`src/rtl/link_fe_engine.sv`:
```
`timescale 1ns/1ps
module link_fe_engine #(
  parameter int AW       = 16,
  parameter int LW       = 16,
  parameter int MIN_TURN = 6
) (
  input  logic          clk,
  input  logic          rst_n,
  input  logic          rx_valid,
  input  logic [31:0]   rx_data,
  output logic          rx_xoff,
  output logic          tx_valid,
  output logic [31:0]   tx_data,
  input  logic          tx_xoff,
  output logic          link_dir,
  output logic          fe_req,
  output logic          fe_we,
  output logic          fe_cmd,
  output logic [AW-1:0] fe_addr,
  output logic [31:0]   fe_wdata,
  input  logic [31:0]   fe_rdata,
  input  logic          fe_ack,
  output logic          fe_end,
  input  logic          ev_valid,
  input  logic [31:0]   ev_data,
  input  logic          ev_last,
  output logic          ev_ready
);
  localparam int TW = $clog2(MIN_TURN + 1);
  localparam logic [3:0] OP_CMD = 4'h1, OP_STAT = 4'h2, OP_BWR = 4'h3,
                         OP_BRD = 4'h4, OP_RUN = 4'h5, OP_STOP = 4'h6,
                         OP_EOT = 4'hF, TAG_EOB = 4'hB, TAG_EOE = 4'hE;

  typedef enum logic [3:0] {
    S_IDLE, S_CMD, S_STAT, S_WLEN, S_WDAT, S_WFE, S_RLEN, S_EOT,
    S_GUARD, S_RFE, S_RTX, S_EOB, S_TEOT, S_EV, S_EOE
  } st_t;

  st_t           st, nxt;
  logic [3:0]    op;
  logic [AW-1:0] base;
  logic [LW-1:0] len, idx;
  logic [31:0]   wbuf, rbuf;
  logic          run;
  logic [TW-1:0] turn;

  wire rx_acc = rx_valid && !rx_xoff;
  wire tx_go  = tx_valid && !tx_xoff;
  wire last   = (idx == len - 1'b1);

  assign rx_xoff  = !(st inside {S_IDLE, S_WLEN, S_WDAT, S_RLEN, S_EOT});
  assign tx_valid = (st inside {S_RTX, S_EOB, S_TEOT, S_EOE}) || (st == S_EV && ev_valid);
  assign ev_ready = (st == S_EV) && !tx_xoff;
  assign link_dir = (st inside {S_RFE, S_RTX, S_EOB, S_TEOT, S_EV, S_EOE}) ||
                    (st == S_GUARD && nxt == S_IDLE);
  assign fe_req   = st inside {S_CMD, S_STAT, S_WFE, S_RFE};
  assign fe_we    = (st == S_CMD) || (st == S_WFE);
  assign fe_cmd   = (st == S_CMD);
  assign fe_addr  = (st == S_CMD) ? '0 : base + AW'(idx);
  assign fe_wdata = wbuf;

  always_comb begin
    case (st)
      S_RTX:   tx_data = rbuf;
      S_EOB:   tx_data = {TAG_EOB, 28'(len)};
      S_EOE:   tx_data = {TAG_EOE, 28'(idx)};
      S_TEOT:  tx_data = {OP_EOT, 28'h0};
      S_EV:    tx_data = ev_data;
      default: tx_data = '0;
    endcase
  end

  always_ff @(posedge clk) begin
    if (!rst_n) begin
      st <= S_IDLE; nxt <= S_IDLE; op <= '0; base <= '0; len <= '0; idx <= '0;
      wbuf <= '0; rbuf <= '0; run <= 1'b0; turn <= '0; fe_end <= 1'b0;
    end else begin
      fe_end <= fe_req && fe_ack && (st == S_CMD || st == S_STAT || last);
      if (turn != TW'(MIN_TURN)) turn <= turn + 1'b1;
      case (st)
        S_IDLE:
          if (rx_acc) begin
            op   <= rx_data[31:28];
            base <= rx_data[AW-1:0];
            wbuf <= {4'h0, rx_data[27:0]};
            idx  <= '0;
            case (rx_data[31:28])
              OP_CMD:  st <= S_CMD;
              OP_STAT: begin st <= S_STAT; turn <= '0; end
              OP_BWR:  st <= S_WLEN;
              OP_BRD:  st <= S_RLEN;
              OP_RUN:  begin run <= 1'b1; st <= S_EOT; end
              OP_STOP: begin run <= 1'b0; st <= S_EOT; end
              default: ;
            endcase
          end else if (run && ev_valid) begin
            idx <= '0; nxt <= S_EV; st <= S_GUARD;
          end
        S_CMD:  if (fe_ack) st <= S_EOT;
        S_STAT: if (fe_ack) begin rbuf <= fe_rdata; st <= S_EOT; end
        S_WLEN:
          if (rx_acc) begin
            len <= rx_data[LW-1:0];
            st  <= (rx_data[LW-1:0] == '0) ? S_EOT : S_WDAT;
          end
        S_WDAT: if (rx_acc) begin wbuf <= rx_data; st <= S_WFE; end
        S_WFE:
          if (fe_ack) begin
            idx <= idx + 1'b1;
            st  <= last ? S_EOT : S_WDAT;
          end
        S_RLEN: if (rx_acc) begin len <= rx_data[LW-1:0]; st <= S_EOT; end
        S_EOT:
          if (rx_acc && rx_data[31:28] == OP_EOT) begin
            if (op == OP_STAT) begin nxt <= S_RTX; st <= S_GUARD; end
            else if (op == OP_BRD) begin
              nxt <= (len == '0) ? S_TEOT : S_RFE; st <= S_GUARD;
            end else st <= S_IDLE;
          end
        S_GUARD:
          if (!(nxt == S_RTX && turn < TW'(MIN_TURN - 1))) st <= nxt;
        S_RFE: if (fe_ack) begin rbuf <= fe_rdata; st <= S_RTX; end
        S_RTX:
          if (tx_go) begin
            if (op == OP_STAT) st <= S_TEOT;
            else begin idx <= idx + 1'b1; st <= last ? S_EOB : S_RFE; end
          end
        S_EOB:  if (tx_go) st <= S_TEOT;
        S_TEOT: if (tx_go) begin nxt <= S_IDLE; st <= S_GUARD; end
        S_EV:   if (tx_go) begin idx <= idx + 1'b1; if (ev_last) st <= S_EOE; end
        S_EOE:  if (tx_go) st <= S_TEOT;
        default: st <= S_IDLE;
      endcase
    end
  end

  p_half_duplex_r1: assert property (@(posedge clk) disable iff (!rst_n)
    tx_valid |-> link_dir && rx_xoff);
  p_xoff_hold_r2: assert property (@(posedge clk) disable iff (!rst_n)
    tx_valid && tx_xoff |=> tx_valid && $stable(tx_data));
  p_turn_r4: assert property (@(posedge clk) disable iff (!rst_n)
    (st == S_RTX && op == OP_STAT) |-> turn >= TW'(MIN_TURN));
  p_end_pulse_r5: assert property (@(posedge clk) disable iff (!rst_n)
    fe_end |=> !fe_end);
  p_eob_count_r6: assert property (@(posedge clk) disable iff (!rst_n)
    (st == S_EOB) |-> idx == len);
  p_guard_r8: assert property (@(posedge clk) disable iff (!rst_n)
    (link_dir != $past(link_dir)) |-> $past(!tx_valid && !rx_acc));
  p_fe_hold_r10: assert property (@(posedge clk) disable iff (!rst_n)
    fe_req && !fe_ack |=> fe_req && $stable(fe_addr) && $stable(fe_we) && $stable(fe_wdata));
endmodule

```
`config.mk`:
```
export PLATFORM = sky130hd
export DESIGN_NAME = link_fe_engine
export DESIGN_NICKNAME = d
export VERILOG_FILES = /design/src/rtl/link_fe_engine.sv
export SDC_FILE = /design/constraint.sdc
export NUM_CORES = 1
export LEC_CHECK = 0
export BUFFER_PORTS_ARGS = -buffer_cell sky130_fd_sc_hd__buf_2
export CAP_MARGIN = 20
export CORE_MARGIN = 3
export CORE_UTILIZATION = 50
export CTS_CLUSTER_DIAMETER = 100
export CTS_CLUSTER_SIZE = 8
export DETAILED_ROUTE_END_ITERATION = 8
export HOLD_SLACK_MARGIN = 0.03
export MAX_ROUTING_LAYER = met4
export PLACE_DENSITY = 0.76
export REMOVE_ABC_BUFFERS = 1
export SLEW_MARGIN = 20
export SYNTH_ARGS = -nofsm -noshare
export SYNTH_HDL_FRONTEND = slang
export SYNTH_SLANG_ARGS = --single-unit
```
`constraint.sdc`:
```
create_clock -name clk -period 5.4 [get_ports clk]
set_clock_uncertainty 0.05 [all_clocks]
set_input_delay 1.08 -clock clk [delete_from_list [all_inputs] [get_ports clk]]
set_output_delay 1.08 -clock clk [all_outputs]
set_load 0.005 [all_outputs]
```
# After elaboration in Yosys (flattened, before gate mapping)
# Index checks and enable logic that the tools add are counted.
[word_totals] reg_bits=129 inputBits=103 out_inout_bits=88 elab_cells=152
[classes] add_sub_neg=4 magnitude_cmp=1 eq_ne=46 mux=48 reduce_logical=42
[ops] cell="one-hot mux 32 bit (5 select lines)" count=1
[ops] cell="2-to-1 mux 16 bit" count=7
[ops] cell="2-to-1 mux 4 bit" count=23
[ops] cell="2-to-1 mux 32 bit" count=2
[ops] cell="one-hot mux 16 bit (4 select lines)" count=1
[ops] cell="one-hot mux 32 bit (2 select lines)" count=1
[ops] cell="one-hot mux 4 bit (13 select lines)" count=1
[ops] cell="equality test 4 bit, second input constant" count=9
[ops] cell="equality test 4 x 3 -> 1 bit, second input constant" count=8
[ops] cell="logical NOT 16 bit" count=2
[ops] cell="!= test 2 bit, second input constant" count=13
[ops] cell="equality test 4 x 2 -> 1 bit, second input constant" count=5
[ops] cell="one-hot mux 4 bit (5 select lines)" count=1
[ops] cell="2-to-1 mux 3 bit" count=6
[ops] cell="adder 16 x 1 -> 16 bit, second input constant" count=1
[ops] cell="adder 16 bit" count=1
[ops] cell="equality test 16 bit" count=1
[ops] cell="subtractor 16 x 1 -> 16 bit, second input constant" count=1
[ops] cell="AND reduction 15 bit" count=1
[ops] cell="one-hot mux 4 bit (3 select lines)" count=1
[ops] cell="AND reduction 6 bit" count=2
[ops] cell="nonzero test 4 bit" count=3
[ops] cell="logical AND 1 bit" count=10
[ops] cell="OR reduction 2 bit" count=5
[ops] cell="other kinds (19)" count=35

# Logic depth before layout (Yosys ltp)
# Gate-level depths: netlist of run 1.
[logic_depth] depth_word=6 ltp_mapped=12 mapped_depth_nobuf=11

# Worst setup path before layout of run 1
# No wires, ideal clock.
[synth_timing] path_type="register to output" from="register idx[0]" to="output fe_addr[12]" t_arrival_ps=2229 required_ps=4270 setup_slack_ps=2041 stages_incl_launch_ff=12 n_path_buf=0 path_cell_list="dfxtp_1 ha_1 inv_1 fa_1 nor2b_1 o21a_1 o21ai_0 a21oi_1 o41ai_1 nor2_1 a2111oi_0 nor3_1"
[synth_between] elab_chain_cells=2
[synth_rtl] element="start: declaration" line_no="42" text="logic [LW-1:0] len, idx;"
[synth_rtl] element="start signal: assignment" line_no="109" text="idx <= idx + 1'b1;"
[synth_rtl] element="start signal: assignment" line_no="126" text="else begin idx <= idx + 1'b1; st <= last ? S_EOB : S_RFE; end"
[synth_rtl] element="adder 16 bit" line_no="59" text="assign fe_addr = (st == S_CMD) ? '0 : base + AW'(idx);"
[synth_rtl] element="2-to-1 mux 16 bit" line_no="59"
[synth_rtl] element="end: declaration" line_no="19" text="output logic [AW-1:0] fe_addr,"
# No other way between the ends.

# Worst setup path after layout of run 1
[layout_timing] from="register idx[2]" to="output fe_addr[12]"
# The elaborated chain is that of the path after synthesis.

==> results.md, run 1 <==
* Status: completed
* Die Ht at 127 µm
* Syn Std Cell Area at approximately 7300 µm²
* Power share of the sequential group at 33.7%
* Reg2reg path depth at 9
* DRT Wirelength at about 21 mm
* Critical path's slowest cell: o41ai_1
* Clk slew on worst S/H paths at ~0.060 ns
* Crit path required time at around 4.3 ns
* Reg2Reg Launch Point: st[3]
* Num CTS Buffers at 17
* First-pass GRT wire length at 33.4 mm
* Vias in the first global route at 6,596
* Gate Count Post-Synth at 950
* Kind of start point of the critical path: register
* First drt pass iteration count at 7
* H-tree Lvls at 4
* Critical Setup Path Class: reg -> out
* Final setup violating endpoints at 0
* Min Tclk post-route at around 4.4 ns
* Worst-Skew Late Latency at approximately 0.42 ns
* Synth top cells by count: nand2_1 (207), dfxtp_1 (129), a21oi_1 (111), nor2_1 (76), clkbuf_1 (52)
* Top cell type's share of synthesized area at a little over a third
* Top-count cell post-synth: nand2_1
* Pin count of the biggest net entering global routing at 48
* Port Buffers at 190
* CP peak stage delay at between 0.5 and 0.6 ns
* Die footprint at about 16,000 µm²
* CP Cell Sequence: ha_1, nor2b_1, o21a_1, o21ai_0, a21oi_1, o41ai_1, nor2_1, a2111oi_0, nor3_1, buf_2
* Postcts setup bufs at 0
* Hold Vio Cnt, Final at 0
* Nets at about 1,200
* Die X at around 130 µm
* DRC errors left at 0
* WP depth at 10
* Logic pwr share at between 30 and 40%
* Avg Inst Size Synth at ~7.7 µm²
* 1st-iter DRT viols at ~480
* Final std cells w/o fill at approximately 1,300
* Ranking of synthesized cells by area: dfxtp_1 (35%), nand2_1 (11%), a21oi_1 (7.6%), nor2_1 (3.9%), a22o_1 (3.3%)
* Max-slew violations at 0
* Area grow syn2layout at 20.3%
* Tcrit/Tclk final at around four fifths
* Post-synthesis sequential area ratio at a little over a third
* Routed wl met3 at about 1.6 mm
* CTS resizes at 0
* Placed cell count at approximately 1,300
* Number of synthesized flops with an enable pin at 0
* # hold bufs at CTS at 0
* Fill count at about 1,300
* Grt ovf at 0
* Met2 routed WL at around 9.5 mm
* Sw frac at roughly 36%
* Endpoint type of the worst setup path: primary output
* Leak Pwr at 3.73 nW
* Root buffer cell: clkbuf_16
* Placed Instance Area at just over 8000 µm²
* Total negative setup slack at 0 ns
* Worst-path fanout max at 9
* Peak supply drop at roughly 0.00020 V
* DR vias/cell at 5.68
* Max Buffers Root-to-Sink at 2
* RSZ-0062 raised after global routing: no
* Pwr/cell area at between 400 and 500 nW/µm²
* Design area at 8830 µm²
* Max-cap violations at 0
* Initial Util at between 50% and 60%
* Min-Delay Startpoint: fe_wdata[16]
* YS warnings at 0
* Io pins at 191
* Ratio of cells with drive above 1 in the final layout at a little under a quarter
* Critical Path Start: idx[2]
* DRT met1 WL at approximately 9.6 mm
* Ant diodes at 0
* CP arrival at ~3.3 ns
* Initial antenna violation count at 0
* Worst-Margin Slew at 1.03 ns
* Routed WL per cell at between 15 and 20 µm
* Net Switching at approximately 1.3 mW
* Gpl congestion at 0.911
* Max Clk Rate at roughly 230 MHz
* Slew margin rel. at between 30% and 40%
* Max layer used: met4
* Core outline area at between 10,000 and 15,000 µm²
* CP bufs+invs at 1
* Post-synth ARST share at 0%
* Netlist cell types at 76
* Hold Crit Depth at 2
* CTS tree: yes
* Synth Register Bits at ~130
* Crit path max-delay family: compound AO/OA/AOI/OAI gates
* Area leader, netlist: dfxtp_1
* Clock group share of total power at 31.8%
* Internal power at roughly 2.3 mW
* Ys flop type: dfxtp_1
* Via count at 7,329
* Final ANT Viol Nets at 0
* Clock sinks at about 130
* All-Layer GR Usage at about a quarter
* DPL Wire Length at 15.2 mm
* Worst min path class: reg -> reg
* FP Rows at between 40 and 50
-- sequential cells by signal, indices dropped and copies added (netlist names) --
name	flops
nxt	4
turn	3
idx	16
fe_end	1
run	1
len	16
st	4
fe_wdata	32
op	4
base	16
rbuf	32
-- per-layer routing --
metal | vias up | GRT usage [%]
met5 | - | -
met4 | 0 | 8.14
met3 | 26 | 5.06
met2 | 286 | 40.5
met1 | 3387 | 34.5
li1 | 3630 | -
-- path summary, 6_finish.rpt --
check / to / slack, ns
worst max-delay path: fe_addr[12] / 0.99
worst min-delay path: fe_wdata[16] / 0.40
worst max register to register: idx[15] / 1.99
worst min register to register: fe_wdata[16] / 0.40
-- worst min-delay path, stage by stage (launching register included) --
cell and delay [ns]:
dfxtp_1 0.30, nand2_1 0.05, a21oi_1 0.05
-- metrics by stage --
| stage | setup slack (ns) | power [mW] | utilization, % | hold WS (ns) |
|---|---|---|---|---|
| final | 0.990 | 3.60 | 62.6 | 0.401 |
| after floorplan | 0.423 | 2.00 | - | 0.383 |
| after global routing | 0.725 | 3.82 | 62.6 | 0.417 |
| after detailed placement | 1.45 | 2.47 | 58.4 | 0.393 |
| after CTS | 0.979 | 3.62 | 62.6 | 0.401 |
| after global placement | 1.52 | 2.44 | 58.3 | 0.389 |
-- logic make-up (layout without fill, tap and decap cells) --
logic type               count (synthesis)  in the layout  share of synthesized area, %
AND/OR/NAND/NOR                        401            401                          24.8
AO/OA/AOI/OAI                          247            247                          22.3
flip-flops                             129            129                          35.2
buffers and inverters                   87            247                          5.90
XOR/XNOR                                43             43                          5.13
multiplexers                            23             23                          3.17
adder cells (fa/ha/maj)                 20             20                          3.51
-- area by class of cell --
class | count | area, µm² | share of cell area (%)
tap | 180 | 225 | 2.55
sequential | 129 | 2580 | 29.3
clock inverter | 10 | 135 | 1.53
multi-input combinational | 734 | 4350 | 49.2
inverter | 15 | 57.6 | 0.652
clock buffer | 22 | 454 | 5.15
timing repair buffer | 200 | 1030 | 11.6
-- cells in the final DEF, fill, tap and decap left out, types with 17 or more instances in the layout --
cell,count
nor2_1,74
nor3_1,24
xnor2_1,19
a22o_1,28
mux2i_1,21
o21ai_0,33
nand2_1,207
xor2_1,24
a21oi_1,111
clkbuf_16,17
buf_2,190
ha_1,19
dfxtp_1,129
-- power groups by stage --
| stage | logic, mW | registers, mW | clock network, mW |
|---|---|---|---|
| 4_1_cts | 1.24 | 1.21 | 1.17 |
| 2_1_floorplan | 0.770 | 1.23 | 0 |
| 3_5_place_dp | 1.24 | 1.23 | 0 |
| 5_1_grt | 1.38 | 1.24 | 1.21 |
| 6_report | 1.24 | 1.21 | 1.15 |
| 3_3_place_gp | 1.21 | 1.23 | 0 |
(Power assumes the default switching activity.)
==> inputs of run 2 (changes only) <==
Settings changed: CORE_UTILIZATION 50 to 49, PLACE_DENSITY 0.76 to 0.78.
Clock period 5.4 ns to 4 ns, I/O delays scaled along.
==> results.md, run 2 (synthesized netlist as in run 1, its figures left out) <==
* Core outline area at 14,600 µm² (+3.5%)
* Crit path required time at 3.15 ns (-1.12 ns)
* Final setup violating endpoints at 0 (unchanged)
* Grt ovf at 0 (unchanged)
* Multi-input gate area at 4370 µm² (+0.46%)
* Total power at 5.10 mW (+42%)
* Worst slack, placed at 0.424 ns (-1.03 ns)
* 1st-iter DRT viols at 449 (-6.1%)
* First-pass GRT wire length at 34.7 mm (+3.9%)
* Fill count at 1,315 (+1.1%)
* Pin count of the biggest net entering global routing at 75 (+56%)
* Hold slack at 0.400 ns (-0.000621 ns)
* Leak Pwr at 3.85 nW (+3.0%)
* Total negative setup slack at 0 ns (unchanged)
* Gpl congestion at 0.951 (+4.4%)
* Initial antenna violation count at 0 (unchanged)
* Critical Setup Path Class: reg -> out
* Die X at 128 µm (+0.97%)
* Ant diodes at 0 (unchanged)
* Slew margin rel. at 49.0% (+18 points)
* DRT Wirelength at 21.6 mm (+2.6%)
* Status: completed
* Design area at 9010 µm² (+2.1%)
* Worst-Skew Late Latency at 0.42 ns (about the same)
* Worst min path class: reg -> reg
* Clock sinks at 129 (unchanged)
* Tcrit/Tclk final at between 90% and 100%
* Max Clk Rate at about 260 MHz
* Ratio of cells with drive above 1 in the final layout at 23.9% (+1.3 points)
* Endpoint type of the worst setup path: primary output
* Worst setup margin at 0.223 ns (-0.767 ns)
* Routed WL per cell at 16.5 µm (+1.4%)
* All-Layer GR Usage at 26.9% (+0.82 points)
* Initial Util at 50.3% (-1.8 points)
* RSZ-0062 raised after global routing: no
* DPL Wire Length at 15.4 mm (+1.6%)
* Worst-path fanout max at 6 (-3)
* Sequential cell area at 2580 µm² (about the same)
* Area grow syn2layout at 22.9%
* Num CTS Buffers at 17 (unchanged)
* Max-slew violations at 0 (unchanged)
* Most frequent cells in the layout: nand2_1 (207), buf_2 (190), dfxtp_1 (127)
* FP Rows at 44 (+2.3%)
* DRC errors left at 0 (unchanged)
* Die footprint at 16,500 µm² (+1.9%)
* Worst-Margin Slew at 0.764 ns (-0.268 ns)
* Nets at 1,231 (+0.90%)
* Root buffer cell: clkbuf_16
* Final std cells w/o fill at 1,305 (+1.2%)
* Hold Crit Depth at 2 (unchanged)
* Max-cap violations at 0 (unchanged)
* Kind of start point of the critical path: register
* First drt pass iteration count at 5 (-2)
* Die Ht at 128 µm (+0.97%)
* Placed cell count at 1,273 (+1.2%)
* Utilization after layout at 61.8% (-0.85 points)
* DR vias/cell at 5.63 (-0.95%)
* CTS tree: yes
* Peak supply drop at 0.000388 V (+91%)
* Reg2reg path depth at 7 (-2)
* Port Buffers at 190 (unchanged)
* Hold Vio Cnt, Final at 0 (unchanged)
* Most common cell after layout, fill and taps aside: nand2_1
* Io pins at 191 (unchanged)
* Min Tclk post-route at ~3.8 ns
* Via count at 7,344 (+0.20%)
* Pwr/cell area at 566 nW/µm² (+39%)
* Final ANT Viol Nets at 0 (unchanged)
* CP arrival at 2.93 ns (-0.35 ns)
* Placed Instance Area at 8330 µm² (+1.2%)
* # hold bufs at CTS at 0 (unchanged)
* Clk slew on worst S/H paths at 0.06 ns (about the same)
* Max Buffers Root-to-Sink at 2 (unchanged)
* Vias in the first global route at 6,906 (+4.7%)
* H-tree Lvls at 4 (unchanged)
## run 2: final cells by class
cell class,instances,share of cell area (%)
Tap cell,184,2.55
Clock inverter,13,2.32
Timing Repair Buffer,211,12.4
Multi-Input combinational cell,734,48.4
Clock buffer,19,4.92
Inverter,15,0.639
Sequential cell,129,28.7
## run 2: where the power goes
group | switching, mW | internal, mW | leakage (nW)
sequential | 0.164 | 1.46 | 1.05
combinational | 1.08 | 0.683 | 2.48
clock | 0.586 | 1.12 | 0.321
total | 1.83 | 3.27 | 3.85
## run 2: path summary, 6_finish.rpt
path              slack (ns)      endpoint         start
setup reg to reg        0.91       idx[15]         st[3]
setup / recovery        0.22   fe_addr[14]        idx[0]
hold reg to reg         0.40  fe_wdata[19]  fe_wdata[19]
hold / removal          0.40  fe_wdata[19]  fe_wdata[19]
## run 2: per-layer routing
layer	vias to the layer above	GRT usage, %	wire length (µm)
met2	328	40.9	9560
met4	0	11.7	568
met5	-	-	0
li1	3652	-	-
met3	40	5.27	1790
met1	3324	34.8	9640
## run 2: worst max-delay path: stages, from the launching register on
cell and delay [ns]:
dfxtp_2 0.40, ha_1 0.19, inv_1 0.06, fa_1 0.38
nor2b_1 0.16, o21a_1 0.15, o21ai_1 0.10, a21oi_2 0.19
o41ai_1 0.09, buf_4 0.16, o21ai_1 0.23, mux2i_1 0.21
nand2_1 0.06, buf_2 0.13
## run 2: repair_timing
action / CTS / global route
setup buffers: 0 / 0
resized for setup: 2 / 7
gates cloned: 0 / 0
endpoints found under the setup margin: 2 / 4
hold endpoints to repair: 0 / 0
==> inputs of run 3 (changes only) <==
Settings changed: ABC_AREA set to 1, CORE_MARGIN 3 to 2.
==> results.md, run 3 <==
* CTS resizes at 0 (-2)
* Gate Count Post-Synth at 1,138 (+20%)
* Grt ovf at 0 (unchanged)
* Ratio of cells with drive above 1 in the final layout at 19.2% (-4.7 points)
* Pwr/cell area at 577 nW/µm² (+1.9%)
* Final setup violating endpoints at 0 (unchanged)
* Die footprint at 16,100 µm² (-2.4%)
* First drt pass iteration count at 5 (unchanged)
* Die Ht at 127 µm (-1.2%)
* Top cell type's share of synthesized area at 34.9% (-0.27 points)
* First-pass GRT wire length at 36.5 mm (+5.1%)
* Ys flop type: dfxtp_1
* Final std cells w/o fill at 1,505 (+15%)
* Pin count of the biggest net entering global routing at 59 (-21%)
* Fill count at 1,453 (+10%)
* Vias in the first global route at 7,559 (+9.5%)
* Crit path required time at 3.15 ns (about the same)
* Worst slack, placed at 1.03 ns (+0.603 ns)
* Clock sinks at 129 (unchanged)
* Most common cell after layout, fill and taps aside: nand2_1
* Met2 usage at 48.5% (+7.6 points)
* Max Clk Rate at 286 MHz (+8.1%)
* Status: completed
* Sequential cell area at 2580 µm² (about the same)
* Initial Util at 50.5% (+0.20 points)
* # hold bufs at CTS at 0 (unchanged)
* Initial antenna violation count at 1 (+1)
* CP Cell Sequence: ha_1, a21oi_1, nand2_1, nand2_1, nand2_1, a21oi_1, o21ai_0, a21oi_1, nor2_1, nor2_1, buf_2
* Total negative setup slack at 0 ns (unchanged)
* Most frequent cells in the layout: nand2_1 (303), buf_2 (190), nor2_1 (164)
* Reg2reg setup slack at 1.39 ns (+0.48 ns)
* Grt met3 use at 5.27% (about the same)
* Die X at 127 µm (-1.2%)
* Top-count cell post-synth: nand2_1
* RSZ-0062 raised after global routing: no
* Tcrit/Tclk final at 87.4% (-7.1 points)
* DRT Wirelength at 22.8 mm (+5.8%)
* Area grow syn2layout at 22.7%
* Gpl congestion at 0.936 (-1.6%)
* Endpoint type of the worst setup path: primary output
* Worst-Skew Late Latency at 0.42 ns (about the same)
* Routed WL per cell at 15.2 µm (-8.3%)
* Peak supply drop at 0.000341 V (-12%)
* Critical Setup Path Class: reg -> out
* YS warnings at 0 (unchanged)
* Io pins at 191 (unchanged)
* Worst setup margin at 0.506 ns (+0.283 ns)
* Root buffer cell: clkbuf_16
* Via count at 8,178 (+11%)
* H-tree Lvls at 4 (unchanged)
* CP peak stage delay at 0.48 ns (+0.08 ns)
* Ranking of synthesized cells by area: dfxtp_1 (35%), nand2_1 (15%), nor2_1 (8.3%), a21oi_1 (7.8%), o21ai_0 (5.7%)
* Critical Path Start: idx[2]
* CTS tree: yes
* Postcts setup bufs at 0 (unchanged)
* Most Crowded Layer GR: met2
* Leak Pwr at 4.31 nW (+12%)
* FP Rows at 44 (unchanged)
* All-Layer GR Usage at 28.6% (+1.8 points)
* Crit path max-delay family: compound AO/OA/AOI/OAI gates
* Syn Std Cell Area at 7390 µm² (+0.78%)
* Kind of start point of the critical path: register
* Min Tclk post-route at 3.49 ns (-0.283 ns)
* Post-synthesis sequential area ratio at 34.9% (-0.27 points)
* Netlist cell types at 45 (-41%)
* Max Buffers Root-to-Sink at 2 (unchanged)
* Post-synth ARST share at 0% (unchanged)
* Worst-Margin Slew at 0.995 ns (+0.231 ns)
* Port Buffers at 190 (unchanged)
* Placed cell count at 1,472 (+16%)
* Final ANT Viol Nets at 0 (unchanged)
* Synth top cells by count: nand2_1 (303), nor2_1 (164), dfxtp_1 (129), a21oi_1 (115), inv_1 (90)
* Hold Vio Cnt, Final at 0 (unchanged)
* Utilization after layout at 61.9% (+0.16 points)
* Worst min path class: reg -> reg
* Met1 Use GR at 34.0% (-0.84 points)
* Critical path's slowest cell: dfxtp_1
* DRC errors left at 0 (unchanged)
* 1st-iter DRT viols at 673 (+50%)
* Avg Inst Size Synth at 6.50 µm² (-16%)
* Area leader, netlist: dfxtp_1
* Reg2reg path depth at 11 (+4)
* CP arrival at 2.64 ns (-0.29 ns)
* Reg2Reg Launch Point: st[3]
* Max-slew violations at 0 (unchanged)
* Worst setup path endpoint: fe_addr[13]
* Number of synthesized flops with an enable pin at 0 (unchanged)
* Num CTS Buffers at 17 (unchanged)
* Multi-input gate area at 4240 µm² (-3.0%)
* Clk slew on worst S/H paths at 0.06 ns (about the same)
* RR Endpoint: idx[2]
* CP bufs+invs at 1 (-2)
* DPL Wire Length at 16.7 mm (+8.6%)
* Worst-path fanout max at 7 (+1)
* Core outline area at 14,600 µm² (+0.38%)
* Slew margin rel. at 33.6% (-15 points)
* DR vias/cell at 5.43 (-3.4%)
* Max-cap violations at 0 (unchanged)
* Nets at 1,430 (+16%)
* Synth Register Bits at 129 (unchanged)
* WP depth at 11 (-2)
-- run 3: changes by cell type after synthesis, moves of 12 or more --
cell      previous run  this run
nand3_1             13        40
nand2_1            207       303
nor2_1              76       164
clkbuf_1            52        39
o21ai_0             33        84
a221o_1             16         4
mux2i_1             21         0
a22o_1              28        12
inv_1               14        90
-- run 3: through the flow --
step                hold WS (ns)  cell area (µm²)  power [mW]
floorplan                  0.390             7200        2.91
global placement           0.398             8440        3.55
detailed placement         0.403             8440        3.57
CTS                        0.412             9070        5.23
global route               0.429             9070        5.58
finish                     0.410             9070        5.23
-- run 3: layer usage --
layer,wire length [µm],up-vias
met5,0,-
met4,510,0
met1,9620,3772
li1,-,4082
met3,1280,41
met2,11400,283
-- run 3: power by group --
| part | internal (mW) | leakage [nW] | switching, mW |
|---|---|---|---|
| logic | 0.637 | 2.96 | 1.27 |
| registers | 1.52 | 1.05 | 0.151 |
| clock network | 1.06 | 0.298 | 0.599 |
| total | 3.21 | 4.31 | 2.02 |
-- run 3: logic make-up after synthesis --
family | share of synthesized area (%)
XOR/XNOR | 2.84
buffers and inverters | 7.75
adder cells (fa/ha/maj) | 3.49
AND/OR/NAND/NOR | 31.8
AO/OA/AOI/OAI | 19.2
flip-flops | 34.9
-- run 3: area by class of cell --
type	instances	share of cell area (%)
Multi-Input combinational cell	860	46.7
Timing Repair Buffer	198	11.1
Sequential cell	129	28.5
Inverter	101	4.18
Antenna cell	1	0.0276
Clock buffer	18	4.84
Clock inverter	14	2.07
Tap cell	184	2.54
-- run 3: worst min-delay path by stage --
stage	startpoint	end	slack, ns	cells after the start
6_report	fe_wdata[1]	fe_wdata[1]	0.41	2
5_1_grt	fe_wdata[27]	fe_wdata[27]	0.43	2
4_1_cts	fe_wdata[17]	fe_wdata[17]	0.41	2
3_5_place_dp	fe_wdata[17]	fe_wdata[17]	0.40	2
3_3_place_gp	fe_wdata[26]	fe_wdata[26]	0.40	2
2_1_floorplan	run	run	0.39	2
-- run 3: worst register-to-register path: cells and delay by family (launching register included) --
family,cells,cell delay [ns]
AO/OA/AOI/OAI,4,0.47
buffers and inverters,3,0.74
AND/OR/NAND/NOR,4,0.84
flip-flops,1,0.46
